<file path="src/rtl/l2ws_pkg.sv">
package l2ws_pkg;

    localparam int WAYS   = 4;
    localparam int CODE_W = $clog2(WAYS);

    typedef logic [CODE_W-1:0] way_code_t;
    typedef logic [WAYS-1:0]   way_mask_t;

    typedef struct packed {
        logic      hit;
        way_code_t code;
    } wtag_entry_t;

    typedef enum logic [1:0] {
        ACC_NONE,
        ACC_WR_ONE,
        ACC_WR_ALL,
        ACC_RD_ALL
    } acc_kind_t;

    function automatic way_mask_t code_to_mask(way_code_t c);
        way_mask_t m;
        for (int i = 0; i < WAYS; i++) begin
            m[i] = (c == way_code_t'(i));
        end
        return m;
    endfunction

endpackage

</file>
<file path="src/rtl/wtag_fifo.sv">
module wtag_fifo
    import l2ws_pkg::*;
#(
    parameter int DEPTH = 4
) (
    input  logic        clk,
    input  logic        rst,
    input  logic        push_req,
    input  wtag_entry_t push_data,
    input  logic        pop_req,
    output wtag_entry_t head,
    output logic        pop_ack,
    output logic        full,
    output logic        empty
);
    localparam int CNT_W = $clog2(DEPTH + 1);
    localparam int PTR_W = (DEPTH > 1) ? $clog2(DEPTH) : 1;

    wtag_entry_t      mem [DEPTH];
    logic [PTR_W-1:0] wr_ptr, rd_ptr;
    logic [CNT_W-1:0] count;
    logic             push_ack;

    assign full     = (count == CNT_W'(DEPTH));
    assign empty    = (count == '0);
    assign pop_ack  = pop_req && !empty;
    assign push_ack = push_req && (!full || pop_ack);
    assign head     = mem[rd_ptr];

    function automatic logic [PTR_W-1:0] ptr_next(logic [PTR_W-1:0] p);
        return (p == PTR_W'(DEPTH - 1)) ? '0 : p + 1'b1;
    endfunction

    always_ff @(posedge clk) begin
        if (push_ack) mem[wr_ptr] <= push_data;
    end

    always_ff @(posedge clk) begin
        if (rst) begin
            wr_ptr <= '0;
            rd_ptr <= '0;
            count  <= '0;
        end else begin
            if (push_ack) wr_ptr <= ptr_next(wr_ptr);
            if (pop_ack)  rd_ptr <= ptr_next(rd_ptr);
            case ({push_ack, pop_ack})
                2'b10:   count <= count + 1'b1;
                2'b01:   count <= count - 1'b1;
                default: count <= count;
            endcase
        end
    end

    AST_NO_OVERFLOW: assert property (@(posedge clk) disable iff (rst)
        count <= CNT_W'(DEPTH));
    AST_FULL_PUSH_DROP: assert property (@(posedge clk) disable iff (rst)
        full && push_req && !pop_req |=> full);
    AST_EMPTY_POP_DROP: assert property (@(posedge clk) disable iff (rst)
        empty && pop_req && !push_req |=> empty);
    AST_PUSH_POP_LEVEL: assert property (@(posedge clk) disable iff (rst)
        push_req && pop_req && !empty |=> $stable(count));

endmodule

</file>
<file path="src/rtl/way_decoder.sv">
module way_decoder
    import l2ws_pkg::*;
(
    input  logic        clk,
    input  logic        rst,
    input  logic        rd_req,
    input  logic        wr_go,
    input  wtag_entry_t entry,
    output way_mask_t   en
);
    acc_kind_t kind;
    way_mask_t one_hot;

    always_comb begin
        if (rd_req)           kind = ACC_RD_ALL;
        else if (!wr_go)      kind = ACC_NONE;
        else if (entry.hit)   kind = ACC_WR_ONE;
        else                  kind = ACC_WR_ALL;
    end

    for (genvar g = 0; g < WAYS; g++) begin : g_way
        assign one_hot[g] = code_to_mask(entry.code)[g];
    end

    always_comb begin
        unique case (kind)
            ACC_WR_ONE:             en = one_hot;
            ACC_WR_ALL, ACC_RD_ALL: en = '1;
            default:                en = '0;
        endcase
    end

    AST_HIT_ONE_WAY: assert property (@(posedge clk) disable iff (rst)
        wr_go && !rd_req && entry.hit |-> $onehot(en));
    AST_MISS_ALL_WAYS: assert property (@(posedge clk) disable iff (rst)
        wr_go && !entry.hit |-> $countones(en) == WAYS);
    AST_IDLE_ZERO: assert property (@(posedge clk) disable iff (rst)
        !wr_go && !rd_req |-> en == '0);

endmodule

</file>
<file path="src/rtl/l2_way_steer.sv">
module l2_way_steer
    import l2ws_pkg::*;
#(
    parameter int DEPTH = 4
) (
    input  logic             clk,
    input  logic             rst,
    input  logic             wb_push,
    input  logic [CODE_W-1:0] push_code,
    input  logic             push_hit,
    input  logic             wr_issue,
    input  logic             rd_miss,
    output logic [WAYS-1:0]  way_en,
    output logic             q_full,
    output logic             q_empty
);
    wtag_entry_t in_entry, head_entry;
    logic        pop_req, pop_ack;

    assign in_entry = '{hit: push_hit, code: push_code};
    assign pop_req  = wr_issue && !rd_miss;

    wtag_fifo #(.DEPTH(DEPTH)) u_fifo (
        .clk       (clk),
        .rst       (rst),
        .push_req  (wb_push),
        .push_data (in_entry),
        .pop_req   (pop_req),
        .head      (head_entry),
        .pop_ack   (pop_ack),
        .full      (q_full),
        .empty     (q_empty)
    );

    way_decoder u_dec (
        .clk   (clk),
        .rst   (rst),
        .rd_req(rd_miss),
        .wr_go (pop_ack),
        .entry (head_entry),
        .en    (way_en)
    );

    AST_RD_ALL_WAYS: assert property (@(posedge clk) disable iff (rst)
        rd_miss |-> way_en == '1);
    AST_RD_KEEPS_HEAD: assert property (@(posedge clk) disable iff (rst)
        rd_miss && wr_issue && !q_empty |=> !q_empty);
    AST_FLAGS_EXCLUSIVE: assert property (@(posedge clk) disable iff (rst)
        !(q_full && q_empty));

endmodule

</file>
<file path="config.mk">
export PLATFORM = sky130hd
export DESIGN_NAME = l2_way_steer
export DESIGN_NICKNAME = d
export VERILOG_FILES = /design/src/rtl/l2ws_pkg.sv /design/src/rtl/wtag_fifo.sv /design/src/rtl/way_decoder.sv /design/src/rtl/l2_way_steer.sv
export SDC_FILE = /design/constraint.sdc
export NUM_CORES = 1
export LEC_CHECK = 0
export ABC_AREA = 1
export CAP_MARGIN = 25
export CORE_MARGIN = 5
export CORE_UTILIZATION = 48
export DETAILED_ROUTE_END_ITERATION = 8
export PLACE_DENSITY = 0.74
export SYNTH_ARGS = -nofsm -noshare
export SYNTH_HDL_FRONTEND = slang
export SYNTH_SLANG_ARGS = --single-unit
export TNS_END_PERCENT = 10
</file>
<file path="constraint.sdc">
create_clock -name clk -period 1.5 [get_ports clk]
set_clock_uncertainty 0.15 [all_clocks]
set_input_delay 0.15 -clock clk [delete_from_list [all_inputs] [get_ports clk]]
set_output_delay 0.15 -clock clk [all_outputs]
set_load 0.01 [all_outputs]
</file>
==> results.py <==
metrics = {
    "drt": {
        "routed_via_density": 4.73,
        "vias": 856,
        "drcViolationCount": 0,
        "routed_wl_um": 2320,
        "drtIter0Drc": 21,
        "wl_per_cell_um": 12.8,
        "ant_nets": 0,
        "drt_first_pass_iters": 4,
    },
    "sta": {
        "final_hold_viol_count": 0,
        "worst_pin_slew_ns": 0.231,
        "rsz0062_at_grt": "yes",
        "maxSlewViolCount": 0,
        "period_needed_ns": 1.75,
        "fmaxAchievable_ghz": 0.571,
        "finalSetupViolCount": 7,
        "tns_ns": -1.23,
        "layout_setup_ws_ns": -0.251,
        "max-slew-margin-rel_pct": 84.4,
        "fin_crit_sh_pct": 117,
    },
    "place": {
        "io_buffers": 13,
        "gp_congestion": 0.750,
        "dp.cells": 174,
        "post_dp_cell_area_um2": 1360,
        "post-dp-hpwl_um": 1620,
    },
    "floorplan": {
        "dieWidth_um": 57.0,
        "num_io_pins": 14,
        "core_um2": 2170,
        "dieHeight_um": 57.0,
        "rows": 17,
        "start_util_pct": 48.9,
        "dieArea_um2": 3250,
    },
    "worst_setup_path": {
        "setup.worst_path.start_class": "flop",
        "worstReg2RegStart": "u_fifo.count[1]",
        "endpoint_kind": "output port",
        "cp.arrival_ns": 1.45,
        "r2r-end": "u_fifo.count[2]",
        "path_class": "reg -> out",
        "reg2reg_depth": 10,
        "crit_fanout": 8,
        "endpoint": "way_en[0]",
        "r2r_setup_slack_ns": -0.17,
        "worstPathRequired_ns": 1.20,
    },
    "clocking": {
        "clkTransAtPathRegs_ns": 0.11,
        "cts_buffers": 3,
        "clockBufferDepth": 2,
        "root_buffer": "clkbuf_4",
        "cts-htree-levels": 1,
        "tritoncts": "built",
        "clk_latency_ns": 0.30,
        "cts_num_sinks": 21,
        "hold_buffers": 0,
    },
    "layout": {
        "n_antenna_cell": 0,
        "drive_gt1_share_pct": 51.0,
        "final_core_util_pct": 71.5,
        "syn_to_final_growth_pct": 46.2,
        "final_cell_count_no_fill": 181,
        "nets": 168,
        "design_area_um2": 1550,
    },
    "yosys": {
        "synth_area_per_cell_um2": 9.15,
        "syn_nets": 130,
        "synth_cell_type_count": 19,
        "postSynthCellCount": 116,
        "ys_seq_area_share_pct": 50.9,
        "ys_ff_latch": 21,
        "synth_area_um2": 1060,
        "yosys_warnings": 0,
    },
    "global_route": {
        "antenna_found_initial": 0,
        "grt_pass1_wl_um": 3730,
        "grt_pass1_vias": 908,
        "grt_overflow_total": 0,
        "grt_max_degree": 13,
        "track_usage_pct": 14.8,
    },
    "worst_hold_path": {
        "hp-class": "in -> reg",
        "min_from": "rst",
    },
    "power_and_ir_drop": {
        "power_per_cell_area_nw_per_um2": 893,
        "ir_drop_uv": 522,
        "p_leak_nw": 0.672,
    },
    "run": {
        "maxCapViolCount": 0,
    },
    "outcome": {
        "outcome": "finished, violations left",
        "violations": "negative setup slack",
    },
}
-- power breakdown --
part	internal [mW]	total, mW	leakage (nW)	switching, mW
clock network	0.0993	0.260	0.0177	0.160
registers	0.654	0.690	0.186	0.0358
logic	0.198	0.435	0.468	0.238
total	0.951	1.39	0.672	0.434
-- cell usage after synthesis --
library cell	instances	area, um2
a21oi_1	3	15.0
a21oi_2	3	26.3
dfxtp_1	9	180
edfxtp_1	12	360
fa_1	1	20.0
ha_1	5	62.6
inv_1	20	75.1
inv_2	3	11.3
nand2_1	14	52.6
nand2_2	3	18.8
nand2_4	3	33.8
nand3_1	9	45.0
nand3_2	1	10.0
nand4_1	2	12.5
nand4_2	1	12.5
nor2_1	15	56.3
nor2_2	3	18.8
o211a_1	1	10.0
o21ai_0	8	40.0
-- critical path, cell delays in order, from the launching register on --
cell,delay [ns]
dfxtp_4,0.39
inv_8,0.09
nand2_4,0.05
nand3_2,0.07
nand2_4,0.06
buf_6,0.12
a21oi_4,0.15
nand2_1,0.07
buf_2,0.14
-- cells by family (layout without fill, tap and decap cells) --
group,after synthesis,after routing,share of synthesized area (%)
AO/OA/AOI/OAI,15,15,8.61
adder cells (fa/ha/maj),6,6,7.78
buffers and inverters,23,60,8.14
flip-flops,21,21,50.9
AND/OR/NAND/NOR,51,51,24.5
-- state kept, by name (all words and copies together) (netlist names), named ones only --
register	cells
u_fifo.wr_ptr	2
u_fifo.rd_ptr	2
u_fifo.mem	12
u_fifo.count	3
-- routing by layer --
metal | vias to the layer above | GRT usage [%] | share of wire [%] | wire length [um]
li1 | 447 | - | - | -
met1 | 394 | 15.8 | 40 | 920
met2 | 13 | 26.9 | 56 | 1310
met3 | 2 | 3.62 | 3.3 | 76
met4 | 0 | 7.28 | 0.52 | 12
met5 | - | 0 | 0 | 0
-- stage by stage --
stage / power, mW / hold WS, ns / worst slack, ns
finish: 1.39 / 0.319 / -0.251
global route: 1.48 / 0.307 / -0.348
CTS: 1.34 / 0.304 / -0.251
detailed placement: 1.05 / 0.353 / -0.527
global placement: 1.03 / 0.343 / -0.505
floorplan: 0.878 / 0.0624 / -0.0962
-- how the worst min path moves through the flow --
stage | slack, ns | to | cells past startpoint
3_5_place_dp | 0.35 | u_fifo.rd_ptr[1] | 2
4_1_cts | 0.30 | u_fifo.wr_ptr[1] | 2
5_1_grt | 0.31 | u_fifo.wr_ptr[1] | 2
6_report | 0.32 | u_fifo.wr_ptr[1] | 2
2_1_floorplan | 0.06 | u_fifo.wr_ptr[0] | 1
3_3_place_gp | 0.34 | u_fifo.wr_ptr[1] | 2
-- cell usage in the layout, fill, tap and decap left out, types with 4 or more instances in the layout --
cell             netlist  final
ha_1                   5      5
buf_6                  0      6
buf_2                  0      4
dfxtp_1                9      4
nor2_1                15     11
edfxtp_1              12     12
clkdlybuf4s50_1        0      7
buf_4                  0     15
nand2_4                3      7
o21ai_0                8      4
nand3_2                1      7
dfxtp_2                0      4
o21ai_1                0      4
inv_2                  3      7
nor2_2                 3      4
nand2_1               14      7
nand2_2                3      6
inv_1                 20     15
-- what timing repair did --
| action | CTS | global route |
|---|---|---|
| pin swaps | 6 | 11 |
| gates cloned | 0 | 0 |
| buffers inserted | 3 | 0 |
| gates resized for setup | 37 | 37 |
| hold endpoints to repair | 0 | 0 |
| endpoints found under the setup margin | 20 | 22 |
-- cell type report --
| type | instances | area, um2 |
|---|---|---|
| fill | 172 | 618 |
| clock inverter | 1 | 5.00 |
| sequential | 21 | 549 |
| multi-input combinational | 72 | 564 |
| inverter | 23 | 93.8 |
| tap | 28 | 35.0 |
| timing repair buffer | 33 | 282 |
| clock buffer | 3 | 22.5 |
Power figures use the tool's default switching activity.
